[config.mk]
export PLATFORM = sky130hd
export DESIGN_NAME = sar_conv_seq
export DESIGN_NICKNAME = d
export VERILOG_FILES = /design/src/rtl/sar_bus_pkg.sv /design/src/rtl/sar_conv_seq.sv
export SDC_FILE = /design/constraint.sdc
export NUM_CORES = 1
export LEC_CHECK = 0
export CELL_PAD_IN_SITES_DETAIL_PLACEMENT = 2
export CELL_PAD_IN_SITES_GLOBAL_PLACEMENT = 2
export CORE_MARGIN = 1.5
export CORE_UTILIZATION = 32
export CTS_CLUSTER_SIZE = 24
export DETAILED_ROUTE_END_ITERATION = 16
export HOLD_SLACK_MARGIN = 0.08
export PLACE_DENSITY = 0.85
export SETUP_SLACK_MARGIN = 0.05
export SKIP_CTS_REPAIR_TIMING = 1
export SLEW_MARGIN = 15
export SYNTH_ARGS = -nofsm -noshare
export SYNTH_HDL_FRONTEND = slang
export SYNTH_SLANG_ARGS = --single-unit
[constraint.sdc]
create_clock -name clk -period 2.2 [get_ports clk]
set_input_delay 0.33 -clock clk [delete_from_list [all_inputs] [get_ports clk]]
set_output_delay 0.33 -clock clk [all_outputs]
set_load 0.05 [all_outputs]
[src/rtl/sar_bus_pkg.sv]
package sar_bus_pkg;

    localparam int CTL_W = 5;

    // Synchronized control pins; field order fixes the bit packing.
    typedef struct packed {
        logic conv_n;
        logic sel_n;
        logic rd_n;
        logic hi_byte;
        logic hrst_n;
    } ctl_t;

    localparam ctl_t CTL_IDLE = '{conv_n: 1'b1, sel_n: 1'b1, rd_n: 1'b1,
                                  hi_byte: 1'b0, hrst_n: 1'b1};

    typedef enum logic [1:0] {
        ST_HOLDOFF,
        ST_WAIT,
        ST_ACQ,
        ST_CONV
    } seq_st_e;

    function automatic int max2(input int a, input int b);
        return (a > b) ? a : b;
    endfunction

endpackage

[src/rtl/sar_conv_seq.sv]
module sar_conv_seq
    import sar_bus_pkg::*;
#(
    parameter int DW        = 16,
    parameter int CONV_CYC  = 40,
    parameter int ABORT_WIN = 34,
    parameter int HOLD_CYC  = 2
) (
    input  logic          clk,
    input  logic          rst,
    input  logic          conv_n,
    input  logic          sel_n,
    input  logic          hrst_n,
    input  logic [DW-1:0] sample,
    output logic          busy,
    output logic [DW-1:0] result
);
    localparam int CNT_MAX = max2(CONV_CYC, HOLD_CYC);
    localparam int CW      = $clog2(CNT_MAX + 1);

    seq_st_e       st_q;
    logic [CW-1:0] cnt_q;
    logic [DW-1:0] hold_q, res_q;
    logic          conv_prev_q, sel_prev_q;
    logic          conv_fall, sel_fall, abort_req, in_window;

    assign conv_fall = conv_prev_q & ~conv_n;
    assign sel_fall  = sel_prev_q & ~sel_n;
    assign abort_req = sel_fall | (conv_fall & ~sel_n);
    assign in_window = cnt_q < CW'(ABORT_WIN);

    always_ff @(posedge clk) begin
        if (rst) begin
            st_q        <= ST_HOLDOFF;
            cnt_q       <= '0;
            hold_q      <= '0;
            res_q       <= '0;
            conv_prev_q <= 1'b1;
            sel_prev_q  <= 1'b1;
        end else begin
            conv_prev_q <= conv_n;
            sel_prev_q  <= sel_n;
            if (!hrst_n) begin
                st_q   <= ST_HOLDOFF;
                cnt_q  <= '0;
                hold_q <= '0;
                res_q  <= '0;
            end else begin
                unique case (st_q)
                    ST_HOLDOFF: begin
                        if (cnt_q == CW'(HOLD_CYC - 1)) begin
                            st_q  <= ST_ACQ;
                            cnt_q <= '0;
                        end else begin
                            cnt_q <= cnt_q + 1'b1;
                        end
                    end
                    ST_WAIT: begin
                        if (sel_fall) st_q <= ST_ACQ;
                    end
                    ST_ACQ: begin
                        if (conv_fall && !sel_n) begin
                            st_q   <= ST_CONV;
                            cnt_q  <= '0;
                            hold_q <= sample;
                        end
                    end
                    ST_CONV: begin
                        if (abort_req && in_window) begin
                            st_q   <= ST_HOLDOFF;
                            cnt_q  <= '0;
                            hold_q <= '0;
                            res_q  <= '0;
                        end else if (cnt_q == CW'(CONV_CYC - 1)) begin
                            res_q <= hold_q;
                            cnt_q <= '0;
                            st_q  <= sel_n ? ST_WAIT : ST_ACQ;
                        end else begin
                            cnt_q <= cnt_q + 1'b1;
                        end
                    end
                    default: st_q <= ST_HOLDOFF;
                endcase
            end
        end
    end

    assign busy   = (st_q == ST_CONV);
    assign result = res_q;
endmodule

# [After elaboration in Yosys (flattened, before gate mapping)]
# Index checks and enable logic that the tools add are counted.
[op_classes] addsub=1 magnitude_cmp=1 eq_ne=10 mux=17 n_bitwise=7 reduce_logical=12
[ops] op="16-bit two-way mux" n=4
[ops] op="16-bit one-hot mux with 2 select lines" n=1
[ops] op="6-bit two-way mux" n=4
[ops] op="6-bit one-hot mux with 3 select lines" n=1
[ops] op="2-bit two-way mux" n=6
[ops] op="2-bit one-hot mux with 4 select lines" n=1
[ops] op="6-bit by 1-bit adder with 6-bit output (second input constant)" n=1
[ops] op="6-bit by 1-bit equality test with 1-bit output (second input constant)" n=1
[ops] op="6-bit equality test (second input constant)" n=1
[ops] op="6-bit < comparator (second input constant)" n=1
[ops] op="2-bit != test (second input constant)" n=3
[ops] op="2-bit equality test (second input constant)" n=2
[ops] op="2-bit AND reduction" n=2
[ops] op="4-bit AND reduction" n=1
[ops] op="2-bit nonzero test" n=2
[ops] op="1-bit AND" n=3
[ops] op="3-bit by 1-bit != test with 1-bit output (second input constant)" n=1
[ops] op="1-bit NOT" n=3
[ops] op="3-bit AND reduction" n=1
[ops] op="3-bit nonzero test" n=1
[ops] op="2-bit by 1-bit equality test with 1-bit output (second input constant)" n=1
[ops] op="1-bit logical AND" n=2
[ops] op="2-bit zero test" n=1
[ops] op="2-bit by 1-bit != test with 1-bit output (second input constant)" n=1
[ops] op="3 further kinds" n=3
[word_totals] regBits=42 output_inout_bits=17

# [Depth between registers and ports, before layout]
# Gate-level depths: netlist (run 1).
[logic_depth] depth_word=7 mapped_depth=7 depth_no_buf=6

# [Least setup slack after synthesis (run 1)]
# OpenSTA, ideal clock, no wires.
[synth_timing] kind="reg-to-reg" from="register st_q[1]" to="register res_q[10], in the netlist result[10]" setup_time_ns=0.061 t_arrival_ns=1.940 slack_ns=0.199 stages_incl_launch_ff=7 n_path_buf=2 path_cell_list="dfxtp_1 > ha_1 > clkbuf_8 > inv_2 > nor4b_4 > buf_2 > a32o_1"
[synth_between] elab_chain_len=2
[synth_rtl] item="from (decl)" line="sar_conv_seq.sv:21" source="seq_st_e st_q;"
[synth_rtl] item="from (signal assigned)" line="sar_conv_seq.sv:77" source="st_q <= sel_n ? ST_WAIT : ST_ACQ;"
[synth_rtl] item="2-bit equality test"
[synth_rtl] item="via busy" line="sar_conv_seq.sv:15" source="output logic busy,"
[synth_rtl] item="2-bit AND reduction (no source line)"
[synth_rtl] item="to (signal assigned)" line="sar_conv_seq.sv:75" source="res_q <= hold_q;"
[synth_rtl] item="to (decl)" line="sar_conv_seq.sv:23" source="logic [DW-1:0] hold_q, res_q;"
# The timed path passes the listed nets, and every way through them passes these cells.
# A chain may end at the register's enable or synchronous reset.

# [Worst setup path after layout (run 1)]
[layout_timing] from="register cnt_q[3]" to="register st_q[0]"
[layout_between] elab_chain_len=4 word_cells_on_any_way=9
[layout_rtl] item="from (decl)" line="sar_conv_seq.sv:22" source="logic [CW-1:0] cnt_q;"
[layout_rtl] item="from (signal assigned)" line="sar_conv_seq.sv:55" source="cnt_q <= cnt_q + 1'b1;"
[layout_rtl] item="from (signal assigned)" line="sar_conv_seq.sv:79" source="cnt_q <= cnt_q + 1'b1;"
[layout_rtl] item="6-bit < comparator" line="sar_conv_seq.sv:30" source="assign in_window = cnt_q < CW'(ABORT_WIN);"
[layout_rtl] item="1-bit logical AND" line="sar_conv_seq.sv:69" source="if (abort_req && in_window) begin"
[layout_rtl] item="3-bit by 1-bit != test with 1-bit output (no source line) / 2-bit two-way mux (equally long branches)"
[layout_rtl] item="4-bit AND reduction (no source line) / 2-bit one-hot mux with 4 select lines (equally long branches)"
# Parallel ways exist; a longest one is shown, timed or not.

==> metrics, run 1 <==
status=complete, no violations; Iter 0 DRT Violations=70; ANT cells=0; Final Hold Fails=0; drt drc=0; flops & latches, synth=42; worst reg2reg setup slack=0.30 ns; leakage power=0.871 nW; CTS tree=yes; Worst IR Drop VDD=0.289 mV; average size of a mapped cell=10.5 µm²; Critical Path AT=2.09 ns; Critical Path Source Type=flop; FP Rows=28; Slew Viols, Final=0; largest family of logic cells by synthesized area=compound AO/OA/AOI/OAI gates; Worst-path clk slew=0.08 ns; CP required=2.39 ns; PwrDens=584 nW/µm²; Clock Tree Buf Depth=2; period utilization=between 80% and 90%; Max-slew headroom=65.5%; max_cap viols=0; adder-cell share of the synthesized area=3.79%; largest net degree at the start of global routing=slightly above 50; Least-Margin Pin Slew=slightly above 0.5 ns; H-tree levels=2; Max FO, Critical Path=6; number of CTS-inserted buffers=5; Post-Synth XOR/XNOR Area=around 1.8%; fillers=657; complex-gate fraction of the synthesized area=18.8%; Main synth FF type=dfxtp_1; yosys warns=0; setup repair after global routing missed its margin=no; Layout Skew=about 0.0063 ns; Mapped Nets=215; mapped cell area=just under 2000 µm²; DIE AREA=around 6700 µm²; Post-DP Area=2430 µm²; drt first pass iters=4; WL/cell=16.8 µm; post-route ant nets=0; vias in the first global route=roughly 1700; GP Congestion=~0.8; main area contributors after synthesis=dfxtp_1 (42%), mux2i_1 (8.6%), a32o_1 (8.1%), nand3_1 (4.5%), ha_1 (3.8%); Total Routing Usage GR=16.7%; Tmin final=1.90 ns; Power Total=1.48 mW; Async S/R FF share, synth=0%; min-delay worst type=reg2reg; Starting Density=33.3%; Mapped Cells=about 190; crit end category=flop; post-synth top area share=42.5%; clk root buf=clkbuf_8; FMAX=approximately 0.53 GHz; dominant cell type by area after synthesis=dfxtp_1; io pins=38; grt ovf=0; first-pass GRT wire length=approximately 8600 µm; mux contribution to synthesized area=9.16%; via count=~1600; Final Cell Area=2530 µm²; die width=~80 µm; simple-gate portion of the synthesized area=approximately 17%; Final Setup Violations=0; nets=255; sequential area share after synthesis=between 40% and 50%; WL final=just over 5000 µm; vias per std cell=5.28; clk_lat worst skew=0.30 ns; CORE AREA=about 6000 µm²; number of distinct library cells after synthesis=between 40 and 50; Die Y-Extent=just over 80 µm; layout cells sized above 1=15.7%; Area Growth Syn to Fin=28.0%; initial antenna violation count=0; Setup TNS=0 ns; # clock sinks=42; WS Path Type=reg2reg; hpwl dp=3420 µm; EDFF count, synth=0; I/O Buffers=37
power breakdown:
group          leakage, nW  total [mW]  internal, mW  switching, mW
combinational        0.488       0.187        0.0940         0.0929
sequential           0.339       0.783         0.769         0.0136
clock               0.0441       0.510         0.223          0.287
total                0.871        1.48          1.09          0.394
kinds of logic (layout without fill, tap and decap cells):
logic type / after synthesis / after routing
simple gates: 62 / 62
fa+ha+maj: 6 / 6
buf+inv: 19 / 60
xor+xnor: 4 / 4
mux: 18 / 18
compound gates: 37 / 37
flops: 42 / 42
critical path: stages, from the launching register on:
cell and delay (ns):
dfxtp_1 0.40, o41ai_4 0.52, o211ai_4 0.19, a311oi_2 0.33
mux2_1 0.35
worst paths after layout:
kind / from / to / depth (start not counted)
worst max-delay path: cnt_q[3] / st_q[0] / 4
worst min register to register: hold_q[4] / hold_q[4] / 2
worst max register to register: cnt_q[3] / st_q[0] / 4
worst min-delay path: hold_q[4] / hold_q[4] / 2
area by class of cell:
class                           instances  area [µm²]  share of cell area, %
Multi-Input combinational cell        127        1010                   40.0
Sequential cell                        42         841                   33.2
Timing Repair Buffer                   46         473                   18.7
Tap cell                               75        93.8                   3.70
Clock buffer                            5        68.8                   2.71
Inverter                                6        22.5                  0.888
Clock inverter                          3        21.3                  0.839
per-layer routing:
metal / wire length, µm / global-route usage, % / vias up
met1: 2370 / 21.6 / 801
met5: 0 / 0 / -
met3: 182 / 3.89 / 6
li1: - / - / 771
met2: 2500 / 28.2 / 27
met4: 48 / 4.07 / 0
synth_stat cells, types with 3 or more instances:
| cell | instances |
|---|---|
| nor2_1 | 7 |
| o21ai_0 | 4 |
| inv_1 | 5 |
| dlymetal6s2s_1 | 3 |
| mux2i_1 | 17 |
| xor2_1 | 4 |
| nand2_1 | 19 |
| ha_1 | 6 |
| a211oi_1 | 4 |
| nand3_1 | 18 |
| clkbuf_1 | 4 |
| a32o_1 | 16 |
| dfxtp_1 | 42 |
state kept, by name (all words and copies together) (netlist names):
register	count
st_q	2
cnt_q	6
result	16
hold_q	16
sel_prev_q	1
conv_prev_q	1
layout by cell type (no fill, tap or decap), types with 2 or more instances in the layout:
master / count
nor3_1: 2
xor2_1: 4
nor2_1: 6
ha_1: 5
clkdlybuf4s50_1: 36
nand2b_1: 2
and2b_2: 2
buf_12: 3
or2_2: 2
a32o_1: 16
a311oi_2: 2
dfxtp_1: 42
a211oi_1: 4
inv_1: 5
nand2_1: 19
o21ai_0: 4
nand4_1: 2
nand3_1: 18
buf_4: 7
clkbuf_8: 5
mux2i_1: 17
per-stage QoR:
| stage | worst slack [ns] | utilization [%] | instances | hold slack (ns) |
|---|---|---|---|---|
| floorplan | 0.199 | - | 188 | 0.434 |
| global placement | 0.0270 | 40.8 | 296 | 0.445 |
| detailed placement | 0.00528 | 40.8 | 296 | 0.457 |
| CTS | 0.126 | 42.4 | 304 | 0.474 |
| global route | 0.143 | 42.6 | 304 | 0.490 |
| finish | 0.302 | 42.6 | 304 | 0.469 |
(Power assumes the default switching activity.)
==> inputs of run 2 (changes only) <==
--- a/constraint.sdc
+++ b/constraint.sdc
@@ -3,2 +3,2 @@
 set_output_delay 0.33 -clock clk [all_outputs]
-set_load 0.05 [all_outputs]
+set_load 0.005 [all_outputs]
==> metrics, run 2 (same netlist as run 1, synthesis figures left out) <==
Starting Density=33.3% (unchanged); CP required=1.87 ns (-0.52 ns); Post-DP Area=2430 µm² (+0.10%); CP max-delay cell=clkdlybuf4s50_1; FMAX=0.498 GHz (-5.4%); fillers=653 (-0.61%); Area Growth Syn to Fin=27.7%; drt first pass iters=4 (unchanged); io pins=38 (unchanged); dpl cells=296 (unchanged); Critical Path Source Type=flop; Critical Path AT=1.68 ns (-0.41 ns); Sequential Area=841 µm² (unchanged); Max-slew headroom=71.8% (+6.3 points); CTS tree=yes; WS Path Type=reg2out; Least-Margin Pin Slew=0.422 ns (-0.0940 ns); WL/cell=16.9 µm (+0.73%); Total Routing Usage GR=17.1% (+0.35 points); Final Hold Fails=0 (unchanged); worst reg2reg setup slack=0.26 ns (-0.04 ns); number of CTS-inserted buffers=5 (unchanged); Die Y-Extent=81.7 µm (unchanged); Net Sw Frac=25.8% (-0.75 points); H-tree levels=2 (unchanged); hpwl dp=3570 µm (+4.6%); WL final=5140 µm (+0.73%); internal power=1.09 mW (+0.31%); largest delay contributor family on the critical path=buffers and inverters; drt drc=0 (unchanged); FP Rows=28 (unchanged); status=complete, no violations; Max FO, Critical Path=9 (+3); Clock Tree Buf Depth=2 (unchanged); Iter 0 DRT Violations=49 (-30%); Slew Viols, Final=0 (unchanged); via count=1612 (+0.44%); crit-path cells=ha_1, clkdlybuf4s50_1; layout cells sized above 1=14.4% (-1.3 points); CORE AREA=5960 µm² (unchanged); leakage power=0.871 nW (about the same); Sequential Power Share=53.0% (about the same); max_cap viols=0 (unchanged); DIE AREA=6670 µm² (unchanged); clk root buf=clkbuf_8; Final Setup Violations=0 (unchanged); area of the multi-input gates=1010 µm² (-0.37%); grt ovf=0 (unchanged); I/O Buffers=37 (unchanged); initial antenna violation count=0 (unchanged); PwrDens=581 nW/µm² (-0.51%); GP Congestion=0.792 (-1.5%); switching pwr=0.380 mW (-3.5%); commonest non-fill, non-tap cell in the layout=dfxtp_1; vias in the first global route=1715 (+1.1%); Clk pwr share=34.1% (-0.4 points); # clock sinks=42 (unchanged); ANT cells=0 (unchanged); clk_lat worst skew=0.30 ns (about the same); die width=81.7 µm (unchanged); Comb pwr share=12.9% (+0.3 points); vias per std cell=5.30 (+0.44%); Layout Cells excl Fill=304 (unchanged); nets=255 (unchanged); setup repair after global routing missed its margin=no; CP peak stage delay=0.58 ns (+0.06 ns); Buf/Inv on CP=1 (+1); period utilization=91.3% (+5.0 points); Final Cell Area=2530 µm² (-0.20%); commonest non-fill, non-tap cells in the layout=dfxtp_1 (42), clkdlybuf4s50_1 (37), nand2_1 (19); largest net degree at the start of global routing=51 (unchanged); Layout Skew=0.0109 ns (+0.00458 ns); Worst-path clk slew=0.09 ns (about the same); Worst IR Drop VDD=0.328 mV (+13%); crit end category=output pin; Tmin final=2.01 ns (+0.109 ns); post-route ant nets=0 (unchanged); min-delay worst type=reg2reg; first-pass GRT wire length=8600 µm (about the same)
## run 2: cell types whose count changed in the layout (fill, tap and decap cells not counted), sizes merged
cell,delta
clkdlybuf4s50,+1
buf,-1
clkbuf,+1
clkinvlp,-1
## run 2: routing by layer
layer  GRT usage (%)  wire length, µm  vias up
met5               0                0        -
met4            3.56               32        0
met3            4.11              165        4
met2            29.7             2690       31
met1            21.5             2250      803
li1                -                -      774
## run 2: path summary, 6_finish.rpt
path                            startpoint         end  cells after the start
worst max-delay path               st_q[1]        busy                      2
worst min-delay path            hold_q[12]  hold_q[12]                      2
worst max register to register     st_q[0]    cnt_q[5]                      6
worst min register to register  hold_q[12]  hold_q[12]                      2
## run 2: tightest hold or removal path, stage by stage, from the launching register on
cell	delay [ns]
dfxtp_1	0.32
nand2_1	0.06
mux2i_1	0.05
## run 2: power by group through the flow
stage,registers [mW],logic [mW],clock network [mW]
after floorplan,0.797,0.103,0
after global placement,0.797,0.179,0
after detailed placement,0.798,0.186,0
after CTS,0.780,0.188,0.527
after global routing,0.781,0.208,0.554
final,0.779,0.189,0.501
## run 2: stage by stage
step	total power, mW	setup slack (ns)	hold slack (ns)	setup TNS, ns	util [%]
3_5_place_dp	0.983	-0.0385	0.455	-0.0385	40.9
2_1_floorplan	0.900	0.412	0.434	0	-
5_1_grt	1.54	0.0876	0.495	0	42.5
3_3_place_gp	0.977	0.0492	0.445	0	40.9
6_report	1.47	0.192	0.468	0	42.5
4_1_cts	1.49	0.130	0.473	0	42.3
## run 2: layout make-up
type / count / area share (%)
clock buffers: 6 / 2.87
inverters: 6 / 0.890
flip-flops and latches: 42 / 33.2
well taps: 75 / 3.71
clock inverters: 2 / 0.544
multi-input cells: 127 / 40.0
repair buffers: 46 / 18.8
